--- src/rtl/tournament_bp.sv ---
module tournament_bp #(
  parameter int PC_W  = 32,
  parameter int ALIGN = 2,
  parameter int CH_W  = 8,
  parameter int GH_W  = 8,
  parameter int L1_W  = 4,
  parameter int LH_W  = 6,
  parameter int L2P_W = 2,
  parameter int CTR_W = 3
) (
  input  logic            clk,
  input  logic            rst_n,
  input  logic            lu_valid,
  input  logic [PC_W-1:0] lu_pc,
  output logic            pred_valid,
  output logic            pred_taken,
  output logic            pred_global,
  output logic            pred_local,
  input  logic            up_valid,
  input  logic [PC_W-1:0] up_pc,
  input  logic            up_taken,
  input  logic            up_global,
  input  logic            up_local
);
  localparam int GN   = 1 << GH_W;
  localparam int CN   = 1 << CH_W;
  localparam int L1N  = 1 << L1_W;
  localparam int L2_W = LH_W + L2P_W;
  localparam int L2N  = 1 << L2_W;
  localparam logic [CTR_W-1:0] CINIT = CTR_W'((1 << (CTR_W-1)) - 1);

  logic [CTR_W-1:0] gtab [GN];
  logic [CTR_W-1:0] ltab [L2N];
  logic [1:0]       ctab [CN];
  logic [LH_W-1:0]  lhist [L1N];
  logic [GH_W-1:0]  ghist;

  function automatic logic [CTR_W-1:0] bump(input logic [CTR_W-1:0] v, input logic t);
    if (t) return (&v) ? v : v + 1'b1;
    return (v == '0) ? v : v - 1'b1;
  endfunction

  wire [GH_W-1:0] lu_gi = ghist ^ lu_pc[ALIGN +: GH_W];
  wire [L1_W-1:0] lu_l1 = lu_pc[ALIGN +: L1_W];
  wire [L2_W-1:0] lu_l2 = {lhist[lu_l1], lu_pc[ALIGN+L1_W +: L2P_W]};
  wire [CH_W-1:0] lu_ci = lu_pc[ALIGN +: CH_W];

  wire [GH_W-1:0] up_gi = ghist ^ up_pc[ALIGN +: GH_W];
  wire [L1_W-1:0] up_l1 = up_pc[ALIGN +: L1_W];
  wire [L2_W-1:0] up_l2 = {lhist[up_l1], up_pc[ALIGN+L1_W +: L2P_W]};
  wire [CH_W-1:0] up_ci = up_pc[ALIGN +: CH_W];

  wire lu_g = gtab[lu_gi][CTR_W-1];
  wire lu_l = ltab[lu_l2][CTR_W-1];

  always_ff @(posedge clk) begin
    if (!rst_n) begin
      for (int i = 0; i < GN; i++)  gtab[i]  <= CINIT;
      for (int i = 0; i < L2N; i++) ltab[i]  <= CINIT;
      for (int i = 0; i < CN; i++)  ctab[i]  <= 2'd1;
      for (int i = 0; i < L1N; i++) lhist[i] <= '0;
      ghist       <= '0;
      pred_valid  <= 1'b0;
      pred_taken  <= 1'b0;
      pred_global <= 1'b0;
      pred_local  <= 1'b0;
    end else begin
      pred_valid <= lu_valid;
      if (lu_valid) begin
        pred_global <= lu_g;
        pred_local  <= lu_l;
        pred_taken  <= ctab[lu_ci][1] ? lu_g : lu_l;
      end
      if (up_valid) begin
        gtab[up_gi]  <= bump(gtab[up_gi], up_taken);
        ltab[up_l2]  <= bump(ltab[up_l2], up_taken);
        lhist[up_l1] <= {lhist[up_l1][LH_W-2:0], up_taken};
        ghist        <= {ghist[GH_W-2:0], up_taken};
        if (up_global != up_local) begin
          if (up_global == up_taken) ctab[up_ci] <= (ctab[up_ci] == 2'd3) ? 2'd3 : ctab[up_ci] + 2'd1;
          else                       ctab[up_ci] <= (ctab[up_ci] == 2'd0) ? 2'd0 : ctab[up_ci] - 2'd1;
        end
      end
    end
  end

  a_r2_valid_follows: assert property (@(posedge clk) disable iff (!rst_n)
    lu_valid |=> pred_valid);
  a_r2_idle: assert property (@(posedge clk) disable iff (!rst_n)
    !lu_valid |=> !pred_valid);
  a_r7_agree: assert property (@(posedge clk) disable iff (!rst_n)
    (pred_valid && pred_global == pred_local) |-> pred_taken == pred_global);
  a_r8_ghist_lsb: assert property (@(posedge clk) disable iff (!rst_n)
    up_valid |=> ghist[0] == $past(up_taken));
  a_r8_ghist_shift: assert property (@(posedge clk) disable iff (!rst_n)
    up_valid |=> ghist[GH_W-1:1] == $past(ghist[GH_W-2:0]));
  a_r10_hold_hist: assert property (@(posedge clk) disable iff (!rst_n)
    !up_valid |=> $stable(ghist));
endmodule

--- config.mk ---
export PLATFORM = sky130hd
export DESIGN_NAME = tournament_bp
export DESIGN_NICKNAME = d
export VERILOG_FILES = /design/src/rtl/tournament_bp.sv
export SDC_FILE = /design/constraint.sdc
export NUM_CORES = 2
export LEC_CHECK = 0
export ABC_CLOCK_PERIOD_IN_PS = 5600
export BUFFER_PORTS_ARGS = -buffer_cell sky130_fd_sc_hd__buf_2
export CAP_MARGIN = 15
export CELL_PAD_IN_SITES_DETAIL_PLACEMENT = 1
export CELL_PAD_IN_SITES_GLOBAL_PLACEMENT = 2
export CORE_MARGIN = 2
export CORE_UTILIZATION = 46
export DETAILED_ROUTE_END_ITERATION = 6
export PLACE_DENSITY_LB_ADDON = 0.1
export SLEW_MARGIN = 25
export SYNTH_ARGS = -nofsm -noshare
export SYNTH_HDL_FRONTEND = slang
export SYNTH_SLANG_ARGS = --single-unit
--- constraint.sdc ---
create_clock -name clk -period 5.6 [get_ports clk]
set_clock_uncertainty 0.05 [all_clocks]
set_input_delay 0.56 -clock clk [delete_from_list [all_inputs] [get_ports clk]]
set_output_delay 0.56 -clock clk [all_outputs]
set_load 0.1 [all_outputs]
Yosys cells after proc, flatten, opt, wreduce, memory -nomap -nowiden

Memory sizes are Yosys's and may differ from the RTL's.
Index checks and enable logic that the tools add are counted.

$add $sub $neg: 6
Multiply operators: 0
Divide/modulo/power cells: 0
$lt $le $gt $ge: 0
Equal/unequal tests: 3
Shifts and indexed selects: 0
Mux-type cells: 45
Bitwise gates (word level): 3
Reductions and logical operators: 9

Operators by type and width:

| kind                  | count |
|---|---|
| $mux W3               | 14 |
| $mux W8               | 3 |
| $mux W1               | 22 |
| $xor A8 B8 Y8         | 2 |
| $mux W2               | 4 |
| $add A3 B1 Y3 const B | 2 |
| $logic_not A3 Y1      | 2 |
| $mux W6               | 1 |
| $reduce_and A3 Y1     | 2 |
| $reduce_or A3 Y1      | 2 |
| $reduce_or A6 Y1      | 1 |
| $sub A3 B1 Y3 const B | 2 |
| $mux W4               | 1 |
| $add A2 B1 Y2 const B | 1 |
| $eq A2 B2 Y1 const B  | 1 |
| $logic_not A2 Y1      | 1 |
| $reduce_or A2 Y1      | 1 |
| $sub A2 B1 Y2 const B | 1 |
| $eq A1 B1 Y1          | 1 |
| $ne A1 B1 Y1          | 1 |
| $or A1 B1 Y1          | 1 |

Bits in registers: 12
Bits in latches: 0
Bits in writable memories: 2,144
ROM bits: 0
Bits of input ports: 71
Output and inout port bits: 4
Memories: 4

Memories:

| memory | words | width | rd ports | clocked after Yosys merged registers in | write ports | RTL line | text |
|---|---|---|---|---|---|---|---|
| gtab   | 256   | 3     | 2        | 0                                       | 256         | 32       | `logic [CTR_W-1:0] gtab [GN];` |
| ltab   | 256   | 3     | 2        | 0                                       | 256         | 33       | `logic [CTR_W-1:0] ltab [L2N];` |
| ctab   | 256   | 2     | 2        | 0                                       | 256         | 34       | `logic [1:0] ctab [CN];` |
| lhist  | 16    | 6     | 2        | 0                                       | 16          | 35       | `logic [LH_W-1:0] lhist [L1N];` |

Longest topological paths before layout

Word-level depth: 9
Mapped depth: 24
Mapped depth without buffers: 16

Least setup slack after synthesis

OpenSTA, ideal clock, no wires.

Kind: input to register
Start point: input port up_pc[2]
End point: memory gtab[191][1] (data pin)
Arrival time: 4,559 ps
Required time: 5,271 ps
Slack: 712 ps
Stages: 21
Buffers on the path: 7
Cell sequence: buf_6 buf_8 xor2_4 buf_6 buf_6 buf_2 mux4_2 mux4_2 nand2_1 nand3_1 a32oi_1 nand2_1 inv_1 ha_1 ha_1 nor2_1 a211o_1 o21ai_4 buf_6 buf_6 nand3_1

RTL lines:

| item        | RTL line | text |
|---|---|---|
| from (decl) | 20       | `input logic [PC_W-1:0] up_pc,` |
| to (decl)   | 32       |  |

==> flow_metrics.py <==
metrics = {
    "yosys": {
        "synthAdderAreaFrac": 0.000877,
        "synth_xor_area_frac": 0.00305,
        "synth_fp_nets": 8477,
        "async_flop_share": 0,
        "yosysSeqAreaShare": 0.588,
        "synth_commonest_cells": "edfxtp_1 (2144), nand3_1 (1161), mux4_2 (829), nand2_1 (823), nor3_1 (711)",
        "synth_compound_area_frac": 0.0436,
        "yosys-top-cells-area": "edfxtp_1 (59%), mux4_2 (17%), nand3_1 (5.3%)",
        "ys_ff_latch": 2156,
        "ys.flop_type": "edfxtp_1",
        "ys_types": 79,
        "synth_most_common_cell": "edfxtp_1",
        "synth_edf_count": 2144,
        "syn_avg_cell_area_um2": 13.1,
        "yosys_warnings": 0,
        "netlist_instances": 8400,
        "yosysTopAreaCell": "edfxtp_1",
        "synthSimpleGateAreaFrac": 0.138,
        "synth.area.mux_share": 0.179,
        "synth_area_um2": 110000,
        "synth_top_family_by_area": "multiplexers",
        "synth_top_area_frac": 0.586,
    },
    "floorplan": {
        "initial_core_util": 0.462,
        "die_x_um": 493,
        "dieArea_um2": 243000,
        "core_um2": 238000,
        "ios": 75,
        "rows": 179,
        "die_h_um": 493,
    },
    "critical_path": {
        "end_kind": "register",
        "required_ps": 6120,
        "r2r_start": "ghist[0]$_SDFFE_PN0P_",
        "critical_path.top_delay_family": "buffers and inverters",
        "slowest_stage": "xor2_4",
        "r2r.worst_path.cells": 19,
        "cp_cell_sequence": "xor2_4 -> buf_12 -> buf_12 -> mux4_2 -> mux4_2 -> nand2_1 -> nand3_1 -> a32oi_1 -> nand2_1 -> inv_1 -> ha_1 -> ha_1 -> buf_4 -> nor2_1 -> a211o_1 -> o21ai_4 -> buf_12 -> buf_4 -> nand3_1",
        "worst-setup-path-type": "register to register",
        "start_kind": "register",
        "worst-r2r-setup-slack_ps": 260,
        "cpMostUsedCell": "buf_12",
        "slowest_delay_ps": 660,
        "cp_max_fo": 22,
        "critPathBufInv": 6,
        "regToRegEndpoint": "gtab[219][1]$_SDFFCE_PN1P_",
        "cp.arrival_ps": 5870,
    },
    "power": {
        "p_leak_nw": 34.7,
        "p_per_area_nw_per_um2": 323,
        "irDropWorstVdd_uv": 261,
    },
    "drt": {
        "drtIter0Drc": 8551,
        "drt_wl_total_mm": 388,
        "num_vias": 77000,
        "antenna_left": 0,
        "drtPass1Iterations": 6,
        "drc": 0,
        "via_per_inst": 6.66,
        "wire_per_inst_um": 33.6,
    },
    "timing": {
        "fmax_mhz": 187,
        "layout_min_cycle_time_ps": 5340,
        "worst_pin_slew_ps": 1200,
        "fin_setup_tns_ps": 0,
        "setup_violations": 0,
        "rsz0062_at_grt": "false",
        "post-route-period-util": 0.954,
        "hold_violations": 0,
        "relSlewSlack": 0.197,
        "timing.final.max_slew_violations": 0,
    },
    "global_routing": {
        "grt_pass1_vias": 79600,
        "antenna_found_initial": 16,
        "grt_pass1_wl_mm": 565,
        "grt_start_max_net_pins": 198,
        "grt-ovfl-total": 0,
        "grt_use_total": 0.318,
    },
    "cells_and_area": {
        "layoutNonFillerInstCount": 11600,
        "drive_above_1_share": 0.231,
        "multi_input_area_um2": 40800,
        "layout.nets": 8263,
        "n_fill_cell": 23300,
        "regArea_um2": 64600,
        "area_growth_pct": 12.4,
    },
    "place": {
        "dp_hpwl_mm": 252,
        "dp_cells": 11100,
        "port_buffers": 26,
        "place_congestion": 0.879,
    },
    "clocking": {
        "cts_setup_buffers": 0,
        "clk_latency_ps": 910,
        "clkSlewWorstSetupHoldPaths_ps": 60,
        "cts_tree": "done",
        "cts_root_buf": "clkbuf_16",
        "cts.sinks": 2156,
        "clockBufferDepth": 3,
        "htree_levels": 4,
        "cts_buffers": 233,
    },
    "flow_run": {
        "cap_violations": 0,
    },
    "hold_path": {
        "whs_path_depth": 3,
        "hold_end": "ghist[7]$_SDFFE_PN0P_",
        "hp-start": "up_valid",
        "hp-class": "input pin to register",
    },
    "status": {
        "outcome": "complete, no violations",
    },
}
## kinds of logic after synthesis
| group | after synthesis |
|---|---|
| XOR/XNOR | 31 |
| multiplexers | 927 |
| AND/OR/NAND/NOR | 3316 |
| adder cells (fa/ha/maj) | 8 |
| buffers and inverters | 1092 |
| flip-flops | 2156 |
| AO/OA/AOI/OAI | 870 |
## registers in the layout, indices dropped and copies added (netlist names), 8 cells and up
| name | cells |
|---|---|
| ctab | 512 |
| lhist | 96 |
| gtab | 768 |
| ltab | 768 |
| ghist | 8 |
## metal layers
metal / track usage / part of all wire / vias to the layer above
met5: 0 / 0.00022 / -
met4: 0.105 / 0.033 / 14
met3: 0.0513 / 0.084 / 647
met2: 0.516 / 0.48 / 3510
met1: 0.440 / 0.40 / 40700
li1: - / - / 32100
## worst register-to-register path, stage by stage, from the launching register on
cell     delay, ps
dfxtp_1        430
xor2_4         660
buf_12         340
buf_12         200
mux4_2         550
mux4_2         550
nand2_1        110
nand3_1         80
a32oi_1        240
nand2_1        150
inv_1          100
ha_1           180
ha_1           220
buf_4          120
nor2_1          30
a211o_1        290
o21ai_4        130
buf_12         250
buf_4          230
nand3_1        110
## repair_timing
action | in CTS | in global routing
setup endpoints to repair | 0 | 4
gates resized for setup | 0 | 1
endpoints found under the hold margin | 3 | 0
hold buffers | 1 | 0
## how the worst max path moves through the flow
stage	cells after the start	end	slack, ps	startpoint
after floorplan	21	gtab[191][1]$_SDFFCE_PN1P_	710	up_pc[2]
after global placement	23	ltab[133][1]$_SDFFCE_PN1P_	-290	up_pc[3]
after detailed placement	23	ltab[229][1]$_SDFFCE_PN1P_	-260	up_pc[3]
after CTS	22	ltab[227][1]$_SDFFCE_PN1P_	250	lhist[15][1]$_SDFFCE_PN0P_
after global routing	19	gtab[108][0]$_SDFFCE_PN1P_	80	ghist[0]$_SDFFE_PN0P_
final	19	gtab[219][1]$_SDFFCE_PN1P_	260	ghist[0]$_SDFFE_PN0P_
## area by class of cell
cell class | count | area share
antenna | 9 | 0.000182
clock buffer | 288 | 0.0500
clock inverter | 145 | 0.0101
inverter | 12 | 0.000365
multi-input combinational | 5152 | 0.331
sequential | 2156 | 0.524
tap | 3167 | 0.0321
timing repair buffer | 631 | 0.0530
## power by group
| part | internal [W] | switching, W | total [W] |
|---|---|---|---|
| registers | 0.0180 | 0.000138 | 0.0181 |
| logic | 0.00214 | 0.00434 | 0.00648 |
| clock network | 0.00861 | 0.00671 | 0.0153 |
## cell usage in the layout, fill, tap and decap left out, drive strengths merged, types with 111 or more instances in the layout
cell type / count
buf: 629
clkbuf: 289
clkinv: 111
edfxtp: 2144
mux4: 830
nand2: 824
nand3: 1162
nor2: 475
nor3: 711
o21ai: 688
## stage by stage
step / utilization / cell area (µm²) / power (W) / setup WS (ps) / hold slack, ps
finish: 0.519 / 123000 / 0.0399 / 256 / 151
global route: 0.519 / 123000 / 0.0409 / 76.3 / 150
CTS: 0.519 / 123000 / 0.0400 / 245 / 88.8
detailed placement: 0.488 / 116000 / 0.0248 / -255 / 424
global placement: 0.488 / 116000 / 0.0247 / -289 / 412
floorplan: - / 110000 / 0.0221 / 712 / 503
No activity file was read; power rests on OpenSTA's default activity.
